$ cat config.mk
export PLATFORM = sky130hd
export DESIGN_NAME = reg_window_bridge
export DESIGN_NICKNAME = d
export VERILOG_FILES = /design/src/rtl/brw_pkg.sv /design/src/rtl/brw_window.sv /design/src/rtl/brw_seq.sv /design/src/rtl/reg_window_bridge.sv
export SDC_FILE = /design/constraint.sdc
export NUM_CORES = 1
export LEC_CHECK = 0
export BUFFER_PORTS_ARGS = -buffer_cell sky130_fd_sc_hd__buf_2
export CAP_MARGIN = 20
export CORE_ASPECT_RATIO = 1.2
export CORE_MARGIN = 10
export CORE_UTILIZATION = 23
export CTS_CLUSTER_DIAMETER = 30
export DETAILED_ROUTE_END_ITERATION = 10
export GPL_TIMING_DRIVEN = 0
export SLEW_MARGIN = 10
export SYNTH_ARGS = -nofsm -noshare
export SYNTH_HDL_FRONTEND = slang
export SYNTH_SLANG_ARGS = --single-unit
$ cat constraint.sdc
create_clock -name clk -period 3.8 [get_ports clk]
set_clock_uncertainty 0.1 [all_clocks]
set_input_delay 0.38 -clock clk [delete_from_list [all_inputs] [get_ports clk]]
set_output_delay 0.38 -clock clk [all_outputs]
set_load 0.02 [all_outputs]
$ cat src/rtl/brw_pkg.sv
package brw_pkg;
    typedef enum logic [2:0] {
        OFS_ADDR  = 3'd0,
        OFS_WDATA = 3'd1,
        OFS_RDATA = 3'd2,
        OFS_CSR   = 3'd3,
        OFS_PAR   = 3'd4
    } win_ofs_e;

    localparam int CSR_DIR_BIT = 0;
    localparam int CSR_RDY_BIT = 1;
    localparam int CSR_ERR_BIT = 2;
endpackage

$ cat src/rtl/brw_window.sv
module brw_window
    import brw_pkg::*;
#(
    parameter int AW = 16,
    parameter int DW = 32,
    parameter int PW = 4
) (
    input  logic          clk,
    input  logic          rst_n,
    input  logic          wr,
    input  logic [2:0]    ofs,
    input  logic [DW-1:0] wdata,
    output logic [DW-1:0] rdata,
    output logic [AW-1:0] addr_q,
    output logic [DW-1:0] wdat_q,
    output logic [PW-1:0] par_q,
    output logic          launch,
    output logic          launch_dir,
    input  logic [DW-1:0] rd_val,
    input  logic          ready,
    input  logic          err,
    input  logic          dir
);
    typedef struct packed {
        logic [AW-1:0] addr;
        logic [DW-1:0] wdat;
        logic [PW-1:0] par;
    } win_t;

    win_t st_d, st_q;

    always_comb begin
        st_d = st_q;
        if (wr) begin
            case (win_ofs_e'(ofs))
                OFS_ADDR:  st_d.addr = wdata[AW-1:0];
                OFS_WDATA: st_d.wdat = wdata;
                OFS_PAR:   st_d.par  = wdata[PW-1:0];
                default:   ;
            endcase
        end
    end

    always_ff @(posedge clk or negedge rst_n) begin
        if (!rst_n) st_q <= '0;
        else        st_q <= st_d;
    end

    assign addr_q     = st_q.addr;
    assign wdat_q     = st_q.wdat;
    assign par_q      = st_q.par;
    assign launch     = wr && (win_ofs_e'(ofs) == OFS_CSR);
    assign launch_dir = wdata[CSR_DIR_BIT];

    always_comb begin
        rdata = '0;
        case (win_ofs_e'(ofs))
            OFS_ADDR:  rdata[AW-1:0] = st_q.addr;
            OFS_WDATA: rdata = st_q.wdat;
            OFS_RDATA: rdata = rd_val;
            OFS_CSR: begin
                rdata[CSR_DIR_BIT] = dir;
                rdata[CSR_RDY_BIT] = ready;
                rdata[CSR_ERR_BIT] = err;
            end
            OFS_PAR:   rdata[PW-1:0] = st_q.par;
            default:   rdata = '0;
        endcase
    end

    // a stored address write shows up on the next cycle
    a_r2_addr_store: assert property (@(posedge clk) disable iff (!rst_n)
        (wr && ofs == 3'd0) |=> addr_q == $past(wdata[AW-1:0]));
    // parity field only changes on a write to its offset
    a_r8_par_hold: assert property (@(posedge clk) disable iff (!rst_n)
        !(wr && ofs == 3'd4) |=> $stable(par_q));
endmodule

$ cat src/rtl/brw_seq.sv
module brw_seq #(
    parameter int AW = 16,
    parameter int DW = 32
) (
    input  logic          clk,
    input  logic          rst_n,
    input  logic          launch,
    input  logic          launch_dir,
    input  logic [AW-1:0] addr_in,
    input  logic [DW-1:0] wdat_in,
    output logic          rmt_req,
    output logic          rmt_we,
    output logic [AW-1:0] rmt_addr,
    output logic [DW-1:0] rmt_wdata,
    input  logic          rmt_ack,
    input  logic [DW-1:0] rmt_rdata,
    output logic          ready,
    output logic          err,
    output logic          dir,
    output logic [DW-1:0] rd_val
);
    typedef struct packed {
        logic          busy;
        logic          we;
        logic [AW-1:0] addr;
        logic [DW-1:0] wdat;
        logic [DW-1:0] rdv;
        logic          err;
    } seq_t;

    seq_t st_d, st_q;

    always_comb begin
        st_d = st_q;
        if (st_q.busy) begin
            if (launch) st_d.err = 1'b1;
            if (rmt_ack) begin
                st_d.busy = 1'b0;
                if (!st_q.we) st_d.rdv = rmt_rdata;
            end
        end else if (launch) begin
            st_d.busy = 1'b1;
            st_d.we   = launch_dir;
            st_d.addr = addr_in;
            st_d.wdat = wdat_in;
        end
    end

    always_ff @(posedge clk or negedge rst_n) begin
        if (!rst_n) st_q <= '0;
        else        st_q <= st_d;
    end

    assign rmt_req   = st_q.busy;
    assign rmt_we    = st_q.we;
    assign rmt_addr  = st_q.addr;
    assign rmt_wdata = st_q.wdat;
    assign ready     = !st_q.busy;
    assign err       = st_q.err;
    assign dir       = st_q.we;
    assign rd_val    = st_q.rdv;

    // request and its payload hold until acknowledged
    a_r3_req_stable: assert property (@(posedge clk) disable iff (!rst_n)
        (rmt_req && !rmt_ack) |=> (rmt_req && $stable(rmt_addr) && $stable(rmt_wdata) && $stable(rmt_we)));
    // read data captured from the acknowledge cycle
    a_r4_rd_capture: assert property (@(posedge clk) disable iff (!rst_n)
        (rmt_req && rmt_ack && !rmt_we) |=> rd_val == $past(rmt_rdata));
    // ready drops after an idle launch and rises after ack
    a_r5_ready_drop: assert property (@(posedge clk) disable iff (!rst_n)
        (launch && ready) |=> !ready);
    a_r5_ready_rise: assert property (@(posedge clk) disable iff (!rst_n)
        (rmt_req && rmt_ack) |=> ready);
    // launch while busy flags the error
    a_r6_busy_err: assert property (@(posedge clk) disable iff (!rst_n)
        (launch && rmt_req) |=> err);
    // error is sticky
    a_r7_err_sticky: assert property (@(posedge clk) disable iff (!rst_n)
        err |=> err);
    // remote write does not disturb read data
    a_r10_wr_keeps_rd: assert property (@(posedge clk) disable iff (!rst_n)
        (rmt_req && rmt_we) |=> $stable(rd_val));
endmodule

$ cat src/rtl/reg_window_bridge.sv
module reg_window_bridge #(
    parameter int AW = 16,
    parameter int DW = 32,
    parameter int PW = 4
) (
    input  logic          clk,
    input  logic          rst_n,
    input  logic          host_wr,
    input  logic [2:0]    host_ofs,
    input  logic [DW-1:0] host_wdata,
    output logic [DW-1:0] host_rdata,
    output logic          rmt_req,
    output logic          rmt_we,
    output logic [AW-1:0] rmt_addr,
    output logic [DW-1:0] rmt_wdata,
    output logic [PW-1:0] rmt_ctl,
    input  logic          rmt_ack,
    input  logic [DW-1:0] rmt_rdata
);
    logic [AW-1:0] addr_q;
    logic [DW-1:0] wdat_q;
    logic [DW-1:0] rd_val;
    logic          launch, launch_dir, ready, err, dir;

    brw_window #(.AW(AW), .DW(DW), .PW(PW)) u_win (
        .clk(clk), .rst_n(rst_n), .wr(host_wr), .ofs(host_ofs),
        .wdata(host_wdata), .rdata(host_rdata),
        .addr_q(addr_q), .wdat_q(wdat_q), .par_q(rmt_ctl),
        .launch(launch), .launch_dir(launch_dir),
        .rd_val(rd_val), .ready(ready), .err(err), .dir(dir)
    );

    brw_seq #(.AW(AW), .DW(DW)) u_seq (
        .clk(clk), .rst_n(rst_n), .launch(launch), .launch_dir(launch_dir),
        .addr_in(addr_q), .wdat_in(wdat_q),
        .rmt_req(rmt_req), .rmt_we(rmt_we), .rmt_addr(rmt_addr),
        .rmt_wdata(rmt_wdata), .rmt_ack(rmt_ack), .rmt_rdata(rmt_rdata),
        .ready(ready), .err(err), .dir(dir), .rd_val(rd_val)
    );
endmodule

==> results of run 1 <==
-- worst max-delay path: cells and delay by family --
family	cells	cell delay [ps]
compound gates	1	130
buf+inv	4	1140
simple gates	2	310
-- metrics by stage --
stage,worst slack [ps],hold WS (ps)
floorplan,1820,-15.6
global placement,180,351
detailed placement,1250,239
CTS,1250,76.2
global route,1190,77.8
finish,1350,98.0
-- state kept, by name (all words and copies together), names as in the netlist --
| name | cells |
|---|---|
| u_seq.rd_val | 32 |
| u_seq.rmt_wdata | 32 |
| u_win.wdat_q | 32 |
| u_seq.rmt_addr | 16 |
| u_win.addr_q | 16 |
| u_win.par_q | 4 |
| u_seq.dir | 1 |
| u_seq.err | 1 |
| u_seq.rmt_req | 1 |
-- routing by layer --
metal  wire length [um]  global-route usage  up-vias
li1                   -                   -     1816
met3               1660              0.0482       11
met5                 11                   0        -
met1               7580               0.127     1977
met2               8800               0.179      128
met4                121              0.0239        2
-- path summary, 6_finish.rpt --
kind | start | endpoint | depth (start not counted)
setup / recovery | host_ofs[1] | host_rdata[31] | 7
hold / removal | rmt_rdata[0] | u_seq.rd_val[0] | 2
setup reg to reg | u_seq.rmt_req | u_seq.rd_val[17] | 3
hold reg to reg | u_seq.err | u_seq.err | 1
max in group asynchronous | rst_n | u_win.wdat_q[0] | 3
min in group asynchronous | rst_n | u_seq.rmt_wdata[17] | 2
-- placed cells by master, fill, tap and decap left out, types with 2 or more instances in the layout --
cell | Yosys | layout
a21oi_1 | 14 | 14
a22oi_1 | 19 | 19
buf_1 | 2 | 2
buf_12 | 5 | 5
buf_2 | 8 | 161
buf_6 | 6 | 6
bufinv_16 | 0 | 2
clkbuf_1 | 5 | 6
clkbuf_16 | 0 | 17
clkbuf_8 | 0 | 3
clkinv_2 | 0 | 2
clkinvlp_4 | 0 | 6
dfrtp_1 | 135 | 135
diode_2 | 0 | 3
mux2_2 | 86 | 86
mux2_4 | 49 | 49
mux2i_1 | 14 | 14
nand2_1 | 13 | 13
nand3b_1 | 2 | 2
nor2_1 | 16 | 16
nor2b_1 | 4 | 4
nor4b_1 | 2 | 2
o21ai_0 | 2 | 2
or2_2 | 12 | 12
-- timing repair --
action                                 CTS  global route
endpoints found under the hold margin   56             0
hold buffers                             1             0
setup endpoints to repair                0             0
-- cell families (layout without fill, tap and decap cells) --
group           count (synthesis)  after routing  share of synthesized area
compound gates                 41             41                     0.0447
buf+inv                        29            217                     0.0412
flops                         135            135                      0.556
simple gates                   55             55                     0.0538
other cells                     0              3                          0
mux                           149            149                      0.304
-- report_power, final --
group / switching [W] / leakage, nW / internal (W)
Clock: 0.000645 / 0.273 / 0.00102
Sequential: 0.000268 / 1.64 / 0.00188
Combinational: 0.000697 / 1.79 / 0.000706
Total: 0.00161 / 3.70 / 0.00360
-- area by class of cell --
cell class              instances  area [sq um]
diodes                          3          7.51
plain buffers                  28           246
clock buffers                  21           470
clock inverters                11           124
fillers                      2706         18300
inverters                       1          3.75
multi-input cells             245          2440
flip-flops and latches        135          3380
well taps                     335           419
repair buffers                156           818
==> impl_metrics.json, run 1 <==
{
  "status": "completed",
  "start_kind": "input pin",
  "async_reset_ff_frac": 1.00,
  "grt_pass1_vias": 4345,
  "hold_viol": 0,
  "synthTopCellsByArea": "dfrtp_1, mux2_2, mux2_4",
  "core_sq_um": 26200,
  "netlist_instances": 409,
  "ir_drop_uv": 260,
  "grt_pass1_wl_um": 27500,
  "worstPathCellList": "clkbuf_2 -> nor2b_1 -> buf_2 -> buf_1 -> a22oi_1 -> nor2_1 -> buf_2",
  "synth_edf_count": 0,
  "cap_viol_max_count": 0,
  "ant_nets": 0,
  "synthFlopType": "dfrtp_1",
  "via_per_inst": 4.21,
  "die_x_um": 168,
  "std_cell_rows": 65,
  "track_usage": 0.109,
  "io_pins": 157,
  "cts_root_buffer": "clkbuf_16",
  "tightest_slew_ps": 646,
  "syn_to_final_growth_pct": 30.3,
  "syn_nets": 480,
  "die-area_sq_um": 33300,
  "rsz0062_at_grt": "no",
  "vias": 3934,
  "overflow": 0,
  "portBuffers": 154,
  "report.final.slew_viol_count": 0,
  "final_cells": 935,
  "arrival_ps": 1970,
  "clk_latency_ps": 410,
  "routed_wl_um": 18200,
  "slowest_stage": "buf_1",
  "worst-setup-path-type": "input pin to output pin",
  "post-synth-top-count-cell": "dfrtp_1",
  "synth_area_sq_um": 6070,
  "final_layout_size_suffix_gt1_frac": 0.601,
  "cp.required_ps": 3320,
  "period_needed_ps": 2450,
  "post-dp-hpwl_um": 13400,
  "fin_nets": 655,
  "yosysTopAreaCell": "dfrtp_1",
  "clock-sinks": 135,
  "gp_congestion": 0.749,
  "seq_area_frac_synth": 0.556,
  "cts_resized": 0,
  "drtIter0Drc": 223,
  "dr.pass1.iters": 4,
  "synth_top_cell_area_share": 0.556,
  "grt_max_degree": 80,
  "fp.dieH_um": 198,
  "total_power_w": 0.00521,
  "max_freq_mhz": 408,
  "setup_viol": 0,
  "routedWlPerCell_um": 19.4,
  "clockBufferDepth": 2,
  "tritoncts": "built",
  "powerDensity_nw_per_um2": 659,
  "htree_levels": 4,
  "r2r_slack_ps": 2010,
  "cts_buffers": 17,
  "ys_types": 33,
  "place_inst": 899,
  "utilization": 0.302,
  "syn_area_per_cell_sq_um": 14.8,
  "ys_warn_count": 0,
  "synth_top_cells_by_count": "dfrtp_1, mux2_2, mux2_4, a22oi_1, nor2_1",
  "start_util": 0.232,
  "maxSlewHeadroom": 0.569,
  "placement.cell_area_sq_um": 7300,
  "finalInstanceArea_sq_um": 7910,
  "synth_seq_cells": 135,
  "fin_tns_setup_ps": 0,
  "cts_setup_buffers": 0,
  "cpPeakStageDelay_ps": 480,
  "power.leakage_nw": 3.70,
  "path_clk_slew_ps": 60,
  "remaining_drc_errors": 0,
  "hold_class": "input pin to register",
  "crit_path_end_kind": "output pin",
  "crit_top_cell": "buf_2",
  "antenna_found_initial": 2,
  "fin_crit_sh": 0.644,
  "cp_max_fo": 10
}
No activity file was read; power rests on OpenSTA's default activity.
==> run 2, diff against run 1 <==
==> constraint.sdc (replaced) <==
create_clock -name clk -period 2.4 [get_ports clk]
set_clock_uncertainty 0.1 [all_clocks]
set_input_delay 0.24 -clock clk [delete_from_list [all_inputs] [get_ports clk]]
set_output_delay 0.24 -clock clk [all_outputs]
set_load 0.02 [all_outputs]
==> run 2 against run 1 <==
Sequential share of layout area is 3.2 points lower; routed wire length rose by 3.2%; via count increased by 6.3%; setup slack worse by 1200 ps; largest power group unchanged; count of clock-buffer cells in the layout did not move; global-route usage increased by 0.32 points; design area increased by 8.1%.
==> impl_metrics.json, run 2 (synthesis gave the netlist of run 1 again) <==
{
  "via_per_inst": 4.19,
  "timing.rr.start": "u_seq.rmt_req",
  "ir_drop_uv": 413,
  "final_layout_size_suffix_gt1_frac": 0.543,
  "crit_path_start": "host_ofs[1]",
  "post-dp-hpwl_um": 13400,
  "std_cell_rows": 65,
  "fin_crit_sh": 0.916,
  "clockBufferDepth": 2,
  "powerDensity_nw_per_um2": 976,
  "drtIter0Drc": 233,
  "r2r_end": "u_seq.rd_val[17]",
  "tritoncts": "built",
  "grt_max_degree": 80,
  "mostFrequentLayoutCells": "buf_2, dfrtp_1, mux2_2",
  "timing.hold.ws_ps": 22.2,
  "worst-setup-path-type": "input pin to output pin",
  "dr.pass1.iters": 4,
  "cp.required_ps": 2060,
  "power.leakage_nw": 3.97,
  "setup_viol": 0,
  "clock-sinks": 135,
  "maxSlewHeadroom": 0.572,
  "r2r_slack_ps": 610,
  "arrival_ps": 1860,
  "rsz0062_at_grt": "no",
  "hold_viol": 0,
  "cap_viol_max_count": 0,
  "start_util": 0.232,
  "tightest_slew_ps": 642,
  "core_sq_um": 26200,
  "p_switching_w": 0.00258,
  "status": "completed",
  "crit_path_end_kind": "output pin",
  "syn_to_final_growth_pct": 40.8,
  "clk_latency_ps": 410,
  "pwr-share-seq": 0.407,
  "io_pins": 157,
  "clock_power_share": 0.316,
  "max_freq_mhz": 455,
  "cts_resized": 0,
  "swShare": 0.309,
  "remaining_drc_errors": 0,
  "track_usage": 0.112,
  "die-area_sq_um": 33300,
  "fillers": 2636,
  "pwr-share-comb": 0.277,
  "ant_nets": 0,
  "vias": 4183,
  "report.final.slew_viol_count": 0,
  "period_needed_ps": 2200,
  "cp-endpoint": "host_rdata[31]",
  "antenna_found_initial": 0,
  "die_x_um": 168,
  "routed_wl_um": 18700,
  "layout_commonest_cell": "buf_2",
  "routedWlPerCell_um": 18.8,
  "cts_root_buffer": "clkbuf_16",
  "htree_levels": 4,
  "fin_nets": 719,
  "cp_max_fo": 10,
  "portBuffers": 154,
  "total_power_w": 0.00834,
  "grt_pass1_wl_um": 28600,
  "fp.dieH_um": 198,
  "cts_setup_buffers": 0,
  "worst_r2r_path_depth": 3,
  "grt_pass1_vias": 4630,
  "gp_congestion": 0.749,
  "cts_buffers": 17,
  "path_clk_slew_ps": 60,
  "p_int_w": 0.00577,
  "start_kind": "input pin",
  "overflow": 0,
  "hold_class": "input pin to register"
}
run 2: cell types whose count changed in the layout (fill, tap and decap cells not counted):
| cell | delta |
|---|---|
| dlygate4sd3_1 | +64 |
run 2: repair_timing:
item / CTS / global route
setup endpoints to repair: 0 / 0
hold buffers: 65 / 0
endpoints found under the hold margin: 138 / 0
run 2: worst min-delay path by stage:
stage                  start             endpoint  slack (ps)  cells after the start
2_1_floorplan          rst_n            u_seq.dir        -160                      0
4_1_cts        host_wdata[0]            u_seq.dir         0.8                      2
6_report       host_wdata[0]            u_seq.dir          20                      2
5_1_grt        host_wdata[0]            u_seq.dir           6                      2
3_3_place_gp       u_seq.err            u_seq.err         350                      1
3_5_place_dp           rst_n  u_seq.rmt_wdata[19]         100                      1
run 2: stage by stage:
step | area [sq um] | setup TNS [ps] | instances | worst slack, ps | util
final | 8550 | 0 | 999 | 201 | 0.327
after global routing | 8540 | 0 | 996 | 74.0 | 0.326
after CTS | 8540 | 0 | 996 | 128 | 0.326
after floorplan | 6070 | 0 | 409 | 699 | -
after global placement | 7260 | -144630 | 898 | -1080 | 0.277
after detailed placement | 7300 | 0 | 899 | 131 | 0.279
run 2: layout make-up:
class / count / area (sq um) / area share
clock inverter: 11 / 124 / 0.0145
antenna: 3 / 7.51 / 0.000878
clock buffer: 21 / 470 / 0.0550
inverter: 1 / 3.75 / 0.000439
timing repair buffer: 220 / 1460 / 0.171
tap: 335 / 419 / 0.0490
multi-input combinational: 245 / 2440 / 0.286
sequential: 135 / 3380 / 0.395
buffer: 28 / 246 / 0.0288
run 2: power by group through the flow:
stage          clock network, W  registers [W]  logic [W]
2_1_floorplan                 0        0.00374    0.00110
3_3_place_gp                  0        0.00342    0.00223
3_5_place_dp                  0        0.00344    0.00227
4_1_cts                 0.00271        0.00340    0.00236
5_1_grt                 0.00283        0.00350    0.00250
6_report                0.00263        0.00340    0.00231
run 2: metal layers:
metal  track usage  wire, um  vias up
met5             0         0        -
met4        0.0252       153        0
met3        0.0452      1600       11
met2         0.188      9110      137
met1         0.131      7870     2086
li1              -         -     1949
run 2: critical path: stages:
cell and delay [ps]:
clkbuf_2 210, nor2b_1 150, buf_2 260, buf_1 510, a22oi_1 130, nor2_1 170
buf_2 190
